File: config.mk
export PLATFORM = sky130hd
export DESIGN_NAME = lrp_sorter
export DESIGN_NICKNAME = d
export VERILOG_FILES = /design/src/rtl/lrp_pkg.sv /design/src/rtl/lrp_ctrl.sv /design/src/rtl/lrp_cell.sv /design/src/rtl/lrp_frame_cnt.sv /design/src/rtl/lrp_sorter.sv
export SDC_FILE = /design/constraint.sdc
export NUM_CORES = 1
export LEC_CHECK = 0
export ABC_AREA = 1
export BUFFER_PORTS_ARGS = -buffer_cell sky130_fd_sc_hd__buf_2
export CAP_MARGIN = 0
export CELL_PAD_IN_SITES_DETAIL_PLACEMENT = 1
export CELL_PAD_IN_SITES_GLOBAL_PLACEMENT = 1
export CORE_MARGIN = 4
export CORE_UTILIZATION = 44
export DETAILED_ROUTE_END_ITERATION = 8
export PLACE_DENSITY = 0.9
export SLEW_MARGIN = 40
export SYNTH_ARGS = -nofsm -noshare
export SYNTH_HDL_FRONTEND = slang
export SYNTH_HIERARCHICAL = 1
export SYNTH_SLANG_ARGS = --single-unit
File: constraint.sdc
create_clock -name clk -period 6.9 [get_ports clk]
set_clock_uncertainty 0.15 [all_clocks]
set_input_delay 1.035 -clock clk [delete_from_list [all_inputs] [get_ports clk]]
set_output_delay 1.035 -clock clk [all_outputs]
set_load 0.02 [all_outputs]
File: src/rtl/lrp_pkg.sv
package lrp_pkg;

  typedef enum logic [1:0] {
    CELL_HOLD  = 2'd0,
    CELL_SHIFT = 2'd1,
    CELL_LOAD  = 2'd2
  } cell_op_e;

  // Load has priority: the insert slot never also receives a shift.
  function automatic cell_op_e op_select(input logic ins, input logic shf);
    if (ins)      return CELL_LOAD;
    else if (shf) return CELL_SHIFT;
    else          return CELL_HOLD;
  endfunction

endpackage

File: src/rtl/lrp_ctrl.sv
module lrp_ctrl #(
  parameter int DEPTH = 16,
  parameter int REL_W = 6
) (
  input  logic                     clk,
  input  logic                     rst_n,
  input  logic                     in_valid,
  input  logic                     clear,
  input  logic [REL_W-1:0]         new_rel,
  output logic [DEPTH-1:0]         ins_vec,
  output logic [DEPTH-1:0]         shf_vec,
  output logic [DEPTH*REL_W-1:0]   rel_flat
);
  localparam logic [REL_W-1:0] REL_MAX = {REL_W{1'b1}};

  logic [REL_W-1:0] rel_q   [DEPTH];
  logic [REL_W-1:0] rel_cur [DEPTH];
  logic [DEPTH-1:0] gt_vec;

  for (genvar k = 0; k < DEPTH; k++) begin : g_slot
    // Effective stored value this cycle: preset when a frame starts.
    assign rel_cur[k] = clear ? REL_MAX : rel_q[k];
    // Strictly greater, so equal values keep the newcomer behind them.
    assign gt_vec[k]  = rel_cur[k] > new_rel;
    assign rel_flat[k*REL_W +: REL_W] = rel_q[k];

    if (k == 0) begin : g_head
      assign ins_vec[k] = in_valid & gt_vec[k];
      assign shf_vec[k] = 1'b0;
      always_ff @(posedge clk or negedge rst_n) begin
        if (!rst_n)          rel_q[k] <= REL_MAX;
        else if (ins_vec[k]) rel_q[k] <= new_rel;
        else                 rel_q[k] <= rel_cur[k];
      end
    end else begin : g_body
      assign ins_vec[k] = in_valid & gt_vec[k] & ~gt_vec[k-1];
      assign shf_vec[k] = in_valid & gt_vec[k-1];
      always_ff @(posedge clk or negedge rst_n) begin
        if (!rst_n)          rel_q[k] <= REL_MAX;
        else if (ins_vec[k]) rel_q[k] <= new_rel;
        else if (shf_vec[k]) rel_q[k] <= rel_cur[k-1];
        else                 rel_q[k] <= rel_cur[k];
      end
    end
  end
endmodule

File: src/rtl/lrp_cell.sv
module lrp_cell
  import lrp_pkg::*;
#(
  parameter int PL_W = 24
) (
  input  logic            clk,
  input  logic            rst_n,
  input  logic            clear,
  input  cell_op_e        op,
  input  logic [PL_W-1:0] new_pl,
  input  logic [PL_W-1:0] nbr_pl,
  output logic [PL_W-1:0] cur_pl,
  output logic [PL_W-1:0] q_pl
);
  assign cur_pl = clear ? '0 : q_pl;

  always_ff @(posedge clk or negedge rst_n) begin
    if (!rst_n) q_pl <= '0;
    else begin
      case (op)
        CELL_LOAD:  q_pl <= new_pl;
        CELL_SHIFT: q_pl <= nbr_pl;
        default:    q_pl <= cur_pl;
      endcase
    end
  end
endmodule

File: src/rtl/lrp_frame_cnt.sv
module lrp_frame_cnt #(
  parameter int FRAME_LEN = 255
) (
  input  logic clk,
  input  logic rst_n,
  input  logic in_valid,
  input  logic in_sof,
  output logic last_hit,
  output logic done
);
  localparam int CNT_W = $clog2(FRAME_LEN + 1);
  localparam logic [CNT_W-1:0] LEN_C  = CNT_W'(FRAME_LEN);
  localparam logic [CNT_W-1:0] LAST_C = CNT_W'(FRAME_LEN - 1);

  logic [CNT_W-1:0] cnt_q, base;

  assign base     = in_sof ? '0 : cnt_q;
  assign last_hit = in_valid & (base == LAST_C);

  always_ff @(posedge clk or negedge rst_n) begin
    if (!rst_n) begin
      cnt_q <= '0;
      done  <= 1'b0;
    end else begin
      done <= last_hit;
      if (in_valid && base != LEN_C) cnt_q <= base + 1'b1;
      else if (in_valid)             cnt_q <= base;
    end
  end
endmodule

File: src/rtl/lrp_sorter.sv
module lrp_sorter
  import lrp_pkg::*;
#(
  parameter int DEPTH     = 16,
  parameter int REL_W     = 6,
  parameter int IDX_W     = 8,
  parameter int SYM_W     = 8,
  parameter int FRAME_LEN = 255
) (
  input  logic                   clk,
  input  logic                   rst_n,
  input  logic                   in_valid,
  input  logic                   in_sof,
  input  logic [REL_W-1:0]       in_rel,
  input  logic [IDX_W-1:0]       in_idx,
  input  logic [SYM_W-1:0]       in_sym_hd,
  input  logic [SYM_W-1:0]       in_sym_alt,
  output logic [DEPTH*REL_W-1:0] out_rel,
  output logic [DEPTH*IDX_W-1:0] out_idx,
  output logic [DEPTH*SYM_W-1:0] out_sym_hd,
  output logic [DEPTH*SYM_W-1:0] out_sym_alt,
  output logic                   out_done
);
  localparam int PL_W = IDX_W + 2 * SYM_W;

  // Named internal events for the checker.
  logic             clear;
  logic [DEPTH-1:0] ins_vec;
  logic [DEPTH-1:0] shf_vec;
  logic             last_hit;

  assign clear = in_valid & in_sof;

  lrp_ctrl #(.DEPTH(DEPTH), .REL_W(REL_W)) ctrl_i (
    .clk      (clk),
    .rst_n    (rst_n),
    .in_valid (in_valid),
    .clear    (clear),
    .new_rel  (in_rel),
    .ins_vec  (ins_vec),
    .shf_vec  (shf_vec),
    .rel_flat (out_rel)
  );

  logic [PL_W-1:0] pl_new;
  logic [PL_W-1:0] pl_cur [DEPTH];
  logic [PL_W-1:0] pl_q   [DEPTH];

  assign pl_new = {in_idx, in_sym_hd, in_sym_alt};

  for (genvar k = 0; k < DEPTH; k++) begin : g_cell
    logic [PL_W-1:0] nbr;
    if (k == 0) begin : g_first
      assign nbr = '0;
    end else begin : g_rest
      assign nbr = pl_cur[k-1];
    end

    lrp_cell #(.PL_W(PL_W)) cell_i (
      .clk    (clk),
      .rst_n  (rst_n),
      .clear  (clear),
      .op     (op_select(ins_vec[k], shf_vec[k])),
      .new_pl (pl_new),
      .nbr_pl (nbr),
      .cur_pl (pl_cur[k]),
      .q_pl   (pl_q[k])
    );

    assign out_idx[k*IDX_W +: IDX_W]     = pl_q[k][PL_W-1 -: IDX_W];
    assign out_sym_hd[k*SYM_W +: SYM_W]  = pl_q[k][2*SYM_W-1 -: SYM_W];
    assign out_sym_alt[k*SYM_W +: SYM_W] = pl_q[k][SYM_W-1:0];
  end

  lrp_frame_cnt #(.FRAME_LEN(FRAME_LEN)) cnt_i (
    .clk      (clk),
    .rst_n    (rst_n),
    .in_valid (in_valid),
    .in_sof   (in_sof),
    .last_hit (last_hit),
    .done     (out_done)
  );
endmodule

; ---- Word-level counts from Yosys, hierarchy flattened
; Cells that the tools add are included.
[totals]
ff_bits = 489
output_inout_bits = 481
wordCells = 249
[op_classes]
n_addsub = 1
magnitude_cmp = 16
n_eq_ne = 34
muxes = 113
bitwise = 48
reduce_logical = 3
[ops]
columns = operator, n
row1 = $pmux W24 S2, 16
row2 = $mux W24, 16
row3 = $mux W6, 47
row4 = $gt A6 B6 Y1, 16
row5 = $and A1 B1 Y1, 33
row6 = $eq A2 B1 Y1 const B, 16
row7 = $eq A2 B2 Y1 const B, 16
row8 = $mux W2, 16
row9 = $mux W8, 3
row10 = $mux W1, 15
row11 = $not A1 Y1, 15
row12 = $add A8 B1 Y8 const B, 1
row13 = $eq A8 B8 Y1 const B, 1
row14 = $ne A8 B8 Y1 const B, 1
row15 = $reduce_bool A3 Y1, 1
row16 = $reduce_bool A2 Y1, 1
row17 = $logic_and A1 B1 Y1, 1

; ---- Depth between registers and ports, before layout
; Gate-level depths: netlist (run 1).
[depth]
ltp_word = 8
ltp_mapped = 23

; ---- Modules after synthesis
; Netlist (run 1), hierarchy kept.
[modules_own_cells]
columns = module, instances, cells_per_inst, area_per_inst_um2, seq_area_each_um2
row1 = lrp_cell at g_cell[0].cell_i ..., 10, 232, 1505.2, 600.6
row2 = lrp_cell at g_cell[4].cell_i ..., 6, 232, 1497.7, 600.6
row3 = lrp_ctrl, 1, 1225, 8697.1, 2522.4
row4 = lrp_frame_cnt, 1, 68, 551.8, 225.2
row5 = lrp_sorter, 1, 35, 171.4, 0.0

; ---- Worst setup path before layout (run 1)
; No wires, ideal clock.
[synth_path]
kind = input to register
from = in in_valid
to = reg g_cell[14].cell_i.q_pl[10]
t_arrival_ps = 5510
slack_ps = 1123
stages = 23
path_cell_list = nand2_1 inv_1 buf_2 buf_2 nor2_1 inv_1 ha_1 nand2_1 nor2_1 nand2_1 nand3_2 nand3_4 inv_4 nand2_2 inv_1 nor2_2 inv_1 ha_1 buf_2 inv_2 buf_4 nand2_1 nand2_1
[synth_via]
elab_chain_len = 8
elab_cells_between_ends = 16
[synth_rtl]
columns = item, line_no
row1 = from (decl), lrp_sorter.sv:12  ; input logic in_valid,
row2 = $and A1 B1 Y1 *, lrp_sorter.sv:32  ; assign clear = in_valid & in_sof;
row3 = via clear, lrp_sorter.sv:27  ; logic clear;
row4 = $mux W6 *, lrp_ctrl.sv:22  ; assign rel_cur[k] = clear ? REL_MAX : rel_q[k];
row5 = $gt A6 B6 Y1 *, lrp_ctrl.sv:24  ; assign gt_vec[k] = rel_cur[k] > new_rel;
row6 = $and A1 B1 Y1 *, n/a
row7 = via shf_vec[15], lrp_sorter.sv:29  ; logic [DEPTH-1:0] shf_vec;
row8 = $and A1 B1 Y1 *, lrp_ctrl.sv:36  ; assign ins_vec[k] = in_valid & gt_vec[k] & ~gt_vec[k-1];
row9 = via ins_vec[14], lrp_sorter.sv:28  ; logic [DEPTH-1:0] ins_vec;
row10 = $mux W2 *, lrp_pkg.sv:11  ; if (ins) return CELL_LOAD;
row11 = $eq A2 B1 Y1 or $eq A2 B2 Y1 (tied branches), lrp_cell.sv:20  ; case (op)
row12 = $pmux W24 S2 *, lrp_cell.sv:20
row13 = to (signal assigned), lrp_cell.sv:21  ; CELL_LOAD: q_pl <= new_pl;
row14 = to (signal assigned), lrp_cell.sv:22  ; CELL_SHIFT: q_pl <= nbr_pl;
row15 = to (signal assigned), lrp_cell.sv:23  ; default: q_pl <= cur_pl;
row16 = to (decl), lrp_cell.sv:13  ; output logic [PL_W-1:0] q_pl
; Mark *: on every way through the listed nets, which the timed path passes. The rest lies on a longest branch.
; A chain may end at the register's enable or synchronous reset.

; ---- Final worst setup path (run 1)
[layout_path]
from = in in_sof
to = reg g_cell[12].cell_i.q_pl[17]
[layout_via]
elab_chain_len = 8
elab_cells_between_ends = 16
[layout_rtl]
columns = item, line_no
row1 = from (decl), lrp_sorter.sv:13  ; input logic in_sof,
row2 = $and A1 B1 Y1 *, lrp_sorter.sv:32
row3 = via clear, lrp_sorter.sv:27
row4 = $mux W6, lrp_ctrl.sv:22
row5 = $gt A6 B6 Y1, lrp_ctrl.sv:24
row6 = $and A1 B1 Y1 or $not A1 Y1 (tied branches), lrp_ctrl.sv:36
row7 = $and A1 B1 Y1 *, lrp_ctrl.sv:36
row8 = via ins_vec[12], lrp_sorter.sv:28
row9 = $mux W2 *, lrp_pkg.sv:11
row10 = $eq A2 B1 Y1 or $eq A2 B2 Y1 (tied branches), lrp_cell.sv:20
row11 = $pmux W24 S2 *, lrp_cell.sv:20
row12 = to (signal assigned), lrp_cell.sv:21
row13 = to (signal assigned), lrp_cell.sv:22
row14 = to (signal assigned), lrp_cell.sv:23
row15 = to (decl), lrp_cell.sv:13
; Marked as above.

==> results of run 1 <==
## state kept, by name (all words and copies together) (netlist names)
signal and flops:
cnt_i/cnt_q 8, cnt_i/done 1, ctrl_i/rel_flat 96, g_cell.cell_i/q_pl 384
## logic make-up (layout without fill, tap and decap cells)
group           after synthesis  count (layout)  share of synthesized area, %
simple gates               3598            3598                          45.9
fa+ha+maj                   128             128                          4.79
xor+xnor                      3               3                        0.0785
flops                       489             489                          36.9
compound gates               28              28                         0.497
other cells                   2              25                        0.0224
buf+inv                     792            1253                          11.8
## layout make-up
| type | count | area, µm² |
|---|---|---|
| tap | 969 | 1210 |
| clock buffer | 92 | 1710 |
| multi-input combinational | 3782 | 17300 |
| clock inverter | 22 | 275 |
| fill | 10166 | 36800 |
| inverter | 579 | 2220 |
| timing repair buffer | 560 | 3050 |
| sequential | 489 | 12400 |
## final timing paths
check                      cells past startpoint                          to
setup / recovery                              18  g_cell[12].cell_i/q_pl[17]
hold / removal                                 1  g_cell[11].cell_i/q_pl[10]
setup reg to reg                              15  g_cell[12].cell_i/q_pl[17]
hold reg to reg                                2              cnt_i/cnt_q[7]
max in group asynchronous                      4   g_cell[0].cell_i/q_pl[12]
min in group clk                               2              cnt_i/cnt_q[7]
## metal layers
layer,vias to the layer above,global-route usage [%],share of wire [%]
met4,0,17.7,6.0
met5,-,0,0
met1,16625,38.6,38
met3,383,7.44,7.4
li1,15841,-,-
met2,1066,57.2,48
## stage by stage
step / power [mW] / instance area [µm²] / setup WS (ns)
6_report: 16.5 / 38100 / 1.97
3_3_place_gp: 12.8 / 36000 / 1.31
4_1_cts: 16.5 / 38100 / 2.19
5_1_grt: 17.6 / 38100 / 1.85
2_1_floorplan: 10.3 / 33500 / 1.12
3_5_place_dp: 13.2 / 36100 / 1.54
## critical path, stage by stage
cell,delay [ns]
buf_2,0.14
nand2_1,0.22
inv_12,0.16
or2_2,0.51
ha_1,0.31
nand2_1,0.08
nor2_1,0.17
nand2_1,0.09
nand3_2,0.17
nand2_1,0.20
nand2_2,0.19
inv_1,0.17
nor2_2,0.19
inv_1,0.08
ha_2,0.71
inv_2,0.39
nand2_1,0.17
nand2_1,0.07
## cells in the mapped netlist, types with 2 or more instances
| library cell | count |
|---|---|
| inv_4 | 14 |
| nand2_2 | 13 |
| nor2_1 | 109 |
| nand3_4 | 14 |
| inv_1 | 545 |
| or2_2 | 68 |
| conb_1 | 2 |
| buf_2 | 65 |
| or2_1 | 2 |
| a21oi_1 | 16 |
| buf_6 | 89 |
| o21ai_0 | 3 |
| buf_4 | 46 |
| nand2_4 | 4 |
| nand3_2 | 34 |
| nor2_4 | 2 |
| nand2_1 | 2824 |
| inv_2 | 19 |
| ha_1 | 128 |
| dfrtp_1 | 393 |
| nor2_2 | 337 |
| nand4_1 | 89 |
| xor2_1 | 3 |
| clkbuf_1 | 11 |
| o21ai_1 | 5 |
| nand3_1 | 102 |
| dfstp_2 | 96 |
## where the power goes
part	leakage, nW	internal (mW)	switching [mW]	total (mW)
combinational	14.9	2.20	6.47	8.67
clock	0.976	1.86	1.37	3.24
sequential	6.44	3.95	0.658	4.61
total	22.3	8.01	8.50	16.5
==> impl_metrics.ini, run 1 <==
[outcome]
outcome = finished clean

[power]
leakagePower_nw = 22.3
peakVddDrop_mv = 0.282
powerDensity_nw_per_um2 = 433

[cts]
cts_sinks = 489
hold_buffers = 0
post-cts-setup-buffers = 0
cts_tree = built
clk_pin_slew_worst_paths_ns = 0.06
cts_htree_levels = 2
clk_latency_ns = 0.66
numCtsBuffers = 60
clock-root-buffer = clkbuf_16
postCtsResizedCells = 0
ctsLongestPathBuffers = 3

[setup_path]
cp-end-kind = flip-flop
critPathArrivalTime_ns = 5.32
worstSetupPathType = in2reg
critPathMaxFanout = 150
startpoint_type = input port
reg2reg_from = ctrl_i/rel_flat[71]
worst-r2r-setup-slack_ns = 2.91
cp-startpoint = in_sof
worstPathRequired_ns = 7.28

[grt]
track_usage_pct = 33.2
grt_pass1_wl_mm = 210
grt_pass1_vias = 35848
antenna_found_initial = 0
overflow = 0
grt_start_max_net_pins = 151

[route]
drt-vias-per-instance = 5.22
drt-total-wl_mm = 136
drcViolationCount = 0
dr.pass1.iters = 5
vias = 33915
drt_iter0_markers = 2091
ant_nets = 0
routedWlPerCell_um = 21.0

[sta]
hold_viol = 0
setup_viol = 0
whs_ns = 0.0955
relSlewSlack_pct = 4.76
rsz0062_at_grt = no
min_period_ns = 4.93
final_max_slew_viol_count = 0
finalCritPeriodShare_pct = 71.5
fmax_ghz = 0.203
tns_ns = 0
worstMarginPinSlew_ns = 1.43

[placed_design]
port_buffers = 514
gp_congestion = 0.901
dpl.cell_count = 6378
hpwl_mm = 97.4

[die]
die_h_um = 284
dieArea_um2 = 80500
initial_utilization_pct = 44.6
placement_rows = 100
core-area_um2 = 74900
pin_count = 515
die_x_um = 284

[final_layout]
instances_no_fill = 6493
fin_util_pct = 50.9
diodes = 0
layout-drive-gt1-share_pct = 23.2
synthToLayoutAreaGrowth_pct = 14.0
mostFrequentLayoutCells = nand2_1, inv_1, buf_2
fin_nets = 5634
final_common_cell = nand2_1

[synthesis]
synth_top_area_share_pct = 31.7
synth_cells = 5040
synth_cell_types = 34
synth_edf_count = 0
synth.area.top_cells = nand2_1, dfrtp_1, dfstp_2
yosysWarnings = 6
synth_area_um2 = 33500
ys_seq_elements = 489
postSynthAreaPerCell_um2 = 6.64
async_reset_ff_share_pct = 100
ys.flop_type = dfrtp_1
synth_seq_area_share_pct = 36.9
yosys.area.top_type = nand2_1

[min_path]
hold_path.class = in2async

[flow_run]
drv_cap = 0
No activity file was read; power rests on OpenSTA's default activity.
==> run 2, diff against run 1 <==
- ABC_AREA: 1 -> 0
- CORE_UTILIZATION: 44 -> 46
- PLACE_DENSITY: 0.9 -> 0.86
- clock period: 6.9 -> 4.85 ns (I/O delays scaled with it)
==> impl_metrics.ini, run 2 <==
[outcome]
outcome = finished clean

[synthesis]
ys_seq_elements = 489
synth.area.top_cells = dfrtp_1, mux2_2, a22o_1
synth_edf_count = 0
ys.flop_type = dfrtp_1
synth_top_area_share_pct = 31.8
yosys.area.top_type = dfrtp_1
yosysWarnings = 6
synth_cell_types = 72
synthTopCellsByCount = dfrtp_1, mux2_2, a22o_1, nor2b_1, and2b_4
synth_seq_area_share_pct = 40.0
synth_cells = 2758
synth_area_um2 = 30900
async_reset_ff_share_pct = 100
postSynthAreaPerCell_um2 = 11.2
yosysMostFrequentCell = dfrtp_1

[sta]
tns_ns = 0
final_max_slew_viol_count = 0
fmax_ghz = 0.244
min_period_ns = 4.11
worstMarginPinSlew_ns = 1.20
setup_viol = 0
finalCritPeriodShare_pct = 84.7
hold_viol = 0
rsz0062_at_grt = no
relSlewSlack_pct = 19.7

[power]
leakagePower_nw = 18.3
powerDensity_nw_per_um2 = 550
peakVddDrop_mv = 0.334
power_switching_share_pct = 42.8
intPower_mw = 11.5
switching_power_mw = 8.59
combPwrFrac_pct = 48.6
pwr-share-seq_pct = 30.0
p_total_mw = 20.1
clkPwrFrac_pct = 21.5

[placed_design]
dpl_cell_area_um2 = 34600
gp_congestion = 0.954
port_buffers = 514
hpwl_mm = 87.5
dpl.cell_count = 4069

[cts]
cts_sinks = 489
post-cts-setup-buffers = 0
numCtsBuffers = 56
clock-root-buffer = clkbuf_16
hold_buffers = 0
cts_htree_levels = 2
cts_tree = built
postCtsResizedCells = 0
clk_latency_ns = 0.63
ctsLongestPathBuffers = 3
clk_pin_slew_worst_paths_ns = 0.06

[min_path]
hold_path.class = in2async

[setup_path]
critPathArrivalTime_ns = 4.45
startpoint_type = input port
worst-r2r-setup-slack_ns = 1.13
worstRegToRegCells = 13
reg2reg_from = ctrl_i/rel_flat[34]
critPathMaxFanout = 32
worstPathRequired_ns = 5.20
cp-end-kind = flip-flop
r2r-end = g_cell[6].cell_i/q_pl[0]
worstSetupPathType = in2reg

[route]
drt-total-wl_mm = 124
dr.pass1.iters = 5
vias = 26351
drcViolationCount = 0
drt-vias-per-instance = 6.31
ant_nets = 0
drt_iter0_markers = 2006
routedWlPerCell_um = 29.7

[grt]
grt_use_met1_pct = 40.5
antenna_found_initial = 1
met2_usage_pct = 55.9
overflow = 0
grt_pass1_vias = 28615
grt_pass1_wl_mm = 183
grt_start_max_net_pins = 124
grtUsageMet3_pct = 7.94
track_usage_pct = 33.5
top_usage_layer = met2

[final_layout]
synthToLayoutAreaGrowth_pct = 17.9
post-route-cell-area_um2 = 36500
fin_util_pct = 55.1
mostFrequentLayoutCells = buf_2, dfrtp_1, mux2_2
multi_input_area_um2 = 16800
layout-drive-gt1-share_pct = 43.5
num-fill-cells = 7154
register_area_um2 = 12400
top_register = g_cell.cell_i/q_pl
instances_no_fill = 4174
largest_reg_flops = 384
final_common_cell = buf_2
fin_nets = 3426

[die]
initial_utilization_pct = 46.7
placement_rows = 94
dieArea_um2 = 71400
die_x_um = 267
die_h_um = 267
core-area_um2 = 66200
pin_count = 515

[flow_run]
drv_cap = 0
run 2: changes by cell type in the layout (fill, tap and decap cells not counted), sizes merged, moves of 236 or more:
cell / previous run / this run
a22o: 0 / 388
inv: 578 / 120
mux2: 0 / 386
nand2: 2841 / 29
nor2: 448 / 108
nor2b: 0 / 236
run 2: metrics by stage:
stage          hold slack, ns  worst slack (ns)
4_1_cts                 0.183             0.691
3_3_place_gp            0.334            0.0435
3_5_place_dp            0.356            0.0549
5_1_grt                 0.217             0.590
6_report                0.191             0.744
2_1_floorplan           0.282            0.0209
run 2: area by class of cell:
class | instances | area share (%)
Multi-Input combinational cell | 1964 | 46.2
Sequential cell | 489 | 33.9
Timing Repair Buffer | 635 | 10.7
Clock buffer | 90 | 4.66
Tap cell | 864 | 2.96
Inverter | 118 | 1.21
Clock inverter | 13 | 0.377
Antenna cell | 1 | 0.00686
run 2: worst max-delay path by stage:
stage,start,to,slack [ns],cells past startpoint
floorplan,in_sof,g_cell[1].cell_i/q_pl[10],0.02,18
global placement,in_sof,g_cell[6].cell_i/q_pl[0],0.04,16
detailed placement,in_sof,g_cell[10].cell_i/q_pl[20],0.05,17
CTS,in_sof,g_cell[10].cell_i/q_pl[16],0.69,17
global route,in_sof,g_cell[7].cell_i/q_pl[22],0.59,18
finish,in_sof,g_cell[6].cell_i/q_pl[0],0.74,16
run 2: logic make-up (layout without fill, tap and decap cells):
logic type               Yosys count  in the layout  synth area share [%]
adder cells (fa/ha/maj)          128            128                  5.18
AND/OR/NAND/NOR                  799            799                  17.5
buffers and inverters            328            856                  5.89
flip-flops                       489            489                  40.0
multiplexers                     407            407                  14.7
other                              2             26                0.0243
AO/OA/AOI/OAI                    605            605                  16.7
run 2: critical path, stage by stage:
cell and delay (ns):
buf_2 0.15, and2_4 0.25, buf_12 0.19, nor2_1 0.16, inv_1 0.08, ha_1 0.32
nand4_1 0.14, nor2_2 0.54, a31oi_4 0.15, nor4_1 0.54, buf_4 0.24, nor2b_4 0.04
ha_1 0.22, buf_12 0.18, a22o_2 0.24, mux2_2 0.26
run 2: power groups by stage:
stage	Sequential [mW]	Clock (mW)	Combinational (mW)
3_3_place_gp	5.96	0	9.16
2_1_floorplan	6.97	0	5.05
3_5_place_dp	6.02	0	9.56
5_1_grt	6.08	4.55	10.3
4_1_cts	5.98	4.37	9.65
6_report	6.02	4.31	9.75
run 2: metal layers:
layer	wire (µm)	part of all wire [%]	vias to the layer above
li1	-	-	11198
met1	47500	38	13529
met2	58700	47	1234
met3	10400	8.4	390
met4	7420	6.0	0
met5	0	0	-
==> run 3, diff against run 2 <==
- clock period: 4.85 -> 4.3 ns (I/O delays scaled with it)
==> impl_metrics.ini, run 3 (synthesis gave the netlist of run 2 again) <==
[outcome]
outcome = finished clean

[die]
die_x_um = 267
core-area_um2 = 66200
initial_utilization_pct = 46.7
pin_count = 515
die_h_um = 267
dieArea_um2 = 71400
placement_rows = 94

[sta]
setup_viol = 0
hold_viol = 0
relSlewSlack_pct = 20.0
finalCritPeriodShare_pct = 91.8
fmax_ghz = 0.253
worst_slack_ns = 0.351
min_period_ns = 3.95
final_max_slew_viol_count = 0
rsz0062_at_grt = no
worstMarginPinSlew_ns = 1.20

[cts]
ctsLongestPathBuffers = 3
clk_latency_ns = 0.62
cts_htree_levels = 2
cts_sinks = 489
numCtsBuffers = 55
clock-root-buffer = clkbuf_16
post-cts-setup-buffers = 0
clk_pin_slew_worst_paths_ns = 0.06
cts_tree = built

[setup_path]
crit_chain = buf_2 -> and2_4 -> buf_4 -> nor2_1 -> inv_1 -> ha_1 -> nand4_1 -> o21bai_1 -> and3b_1 -> nor3_1 -> buf_4 -> a21boi_0 -> buf_4 -> nor2b_4 -> ha_1 -> buf_12 -> a22o_1 -> mux2_2
critPathMaxFanout = 24
r2r-end = g_cell[7].cell_i/q_pl[18]
cp-startpoint = in_sof
path_common_cell = buf_4
cp-end-kind = flip-flop
worstPathRequired_ns = 4.66
worstRegToRegCells = 15
worst_path_largest_cell_delay_ns = 0.33
worstSetupPathType = in2reg
critPathSlowestCell = ha_1
worst-r2r-setup-slack_ns = 0.57
reg2reg_from = ctrl_i/rel_flat[46]
startpoint_type = input port
critPathArrivalTime_ns = 4.31

[power]
clkPwrFrac_pct = 21.3
peakVddDrop_mv = 0.442
combPwrFrac_pct = 49.3
power_switching_share_pct = 42.1
powerDensity_nw_per_um2 = 620
intPower_mw = 13.4
switching_power_mw = 9.79
leakagePower_nw = 18.7
pwr-share-seq_pct = 29.5

[final_layout]
instances_no_fill = 4237
final_common_cell = buf_2
mostFrequentLayoutCells = buf_2, dfrtp_1, mux2_2
layout-drive-gt1-share_pct = 45.3
top_register = g_cell.cell_i/q_pl
diodes = 0
largest_reg_flops = 384
synthToLayoutAreaGrowth_pct = 21.1
fin_nets = 3491

[placed_design]
dp_worst_setup_slack_ns = -0.146
hpwl_mm = 90.9
gp_congestion = 0.962
dpl.cell_count = 4134
port_buffers = 514

[route]
dr.pass1.iters = 7
ant_nets = 0
drcViolationCount = 0
drt-vias-per-instance = 6.35
vias = 26921
drt_iter0_markers = 2310
drt-total-wl_mm = 126
routedWlPerCell_um = 29.7

[min_path]
hold_path.class = in2reg
worstHoldStart = in_sof
hold_end = cnt_i/cnt_q[4]
holdPathStages = 2

[grt]
overflow = 0
grt_start_max_net_pins = 122
grt_pass1_wl_mm = 189
grt_pass1_vias = 29420
track_usage_pct = 34.2
antenna_found_initial = 3

[flow_run]
drv_cap = 0
==> run 3: cell types whose count changed in the layout (fill, tap and decap cells not counted), moves of 4 or more <==
cell,change
o21ai_2,+4
nor4_1,-9
buf_4,+45
o21ai_0,-4
mux2_2,-20
buf_12,+18
nor4_2,+8
mux2_4,+20
==> run 3: worst max path at each step <==
| stage | to | slack, ns | cells after the start |
|---|---|---|---|
| finish | g_cell[7].cell_i/q_pl[18] | 0.35 | 18 |
| global route | g_cell[7].cell_i/q_pl[12] | 0.22 | 18 |
| CTS | g_cell[7].cell_i/q_pl[18] | 0.48 | 18 |
| detailed placement | g_cell[7].cell_i/q_pl[21] | -0.15 | 18 |
| global placement | g_cell[7].cell_i/q_pl[18] | -0.02 | 18 |
| floorplan | g_cell[12].cell_i/q_pl[10] | -0.04 | 19 |
==> run 3: metal layers <==
layer / vias up / share of wire, % / track usage (%)
met5: - / 0.014 / 0
met2: 1388 / 48 / 57.4
met4: 2 / 5.8 / 17.0
met1: 13775 / 38 / 41.4
li1: 11309 / - / -
met3: 447 / 8.1 / 7.75
==> run 3: power by group through the flow <==
stage                     clock [mW]  sequential (mW)  combinational, mW
after floorplan                    0             7.86               5.96
after global placement             0             6.79               10.7
after detailed placement           0             6.85               11.2
after CTS                       5.01             6.80               11.3
after global routing            5.21             6.91               12.1
final                           4.95             6.84               11.4
==> run 3: cell type report <==
type                    count  area (µm²)
fillers                  7081       28800
multi-input cells        1964       17100
flip-flops and latches    489       12400
repair buffers            701        4640
clock buffers              84        1640
well taps                 864        1080
inverters                 118         443
clock inverters            17         229
==> run 3: worst max-delay path, delay by kind of cell <==
| kind | cells | cell delay, ns |
|---|---|---|
| fa+ha+maj | 2 | 0.55 |
| compound gates | 3 | 0.75 |
| mux | 1 | 0.29 |
| simple gates | 6 | 1.03 |
| buf+inv | 6 | 1.01 |
==> run 3: per-stage QoR <==
stage	cell area [µm²]	util [%]	setup TNS, ns	hold WS (ns)	total power, mW
after floorplan	31400	-	-1.34	0.199	13.8
after global placement	35500	53.6	-0.0407	0.329	17.5
after detailed placement	35500	53.7	-3.68	0.367	18.0
after CTS	37400	56.5	0	0.149	23.1
after global routing	37400	56.5	0	0.162	24.2
final	37400	56.5	0	0.182	23.2
==> run 3: what timing repair did <==
item                      in CTS  in global routing
resized for setup              0                  0
hold endpoints to repair      55                  0
hold buffers                   1                  0
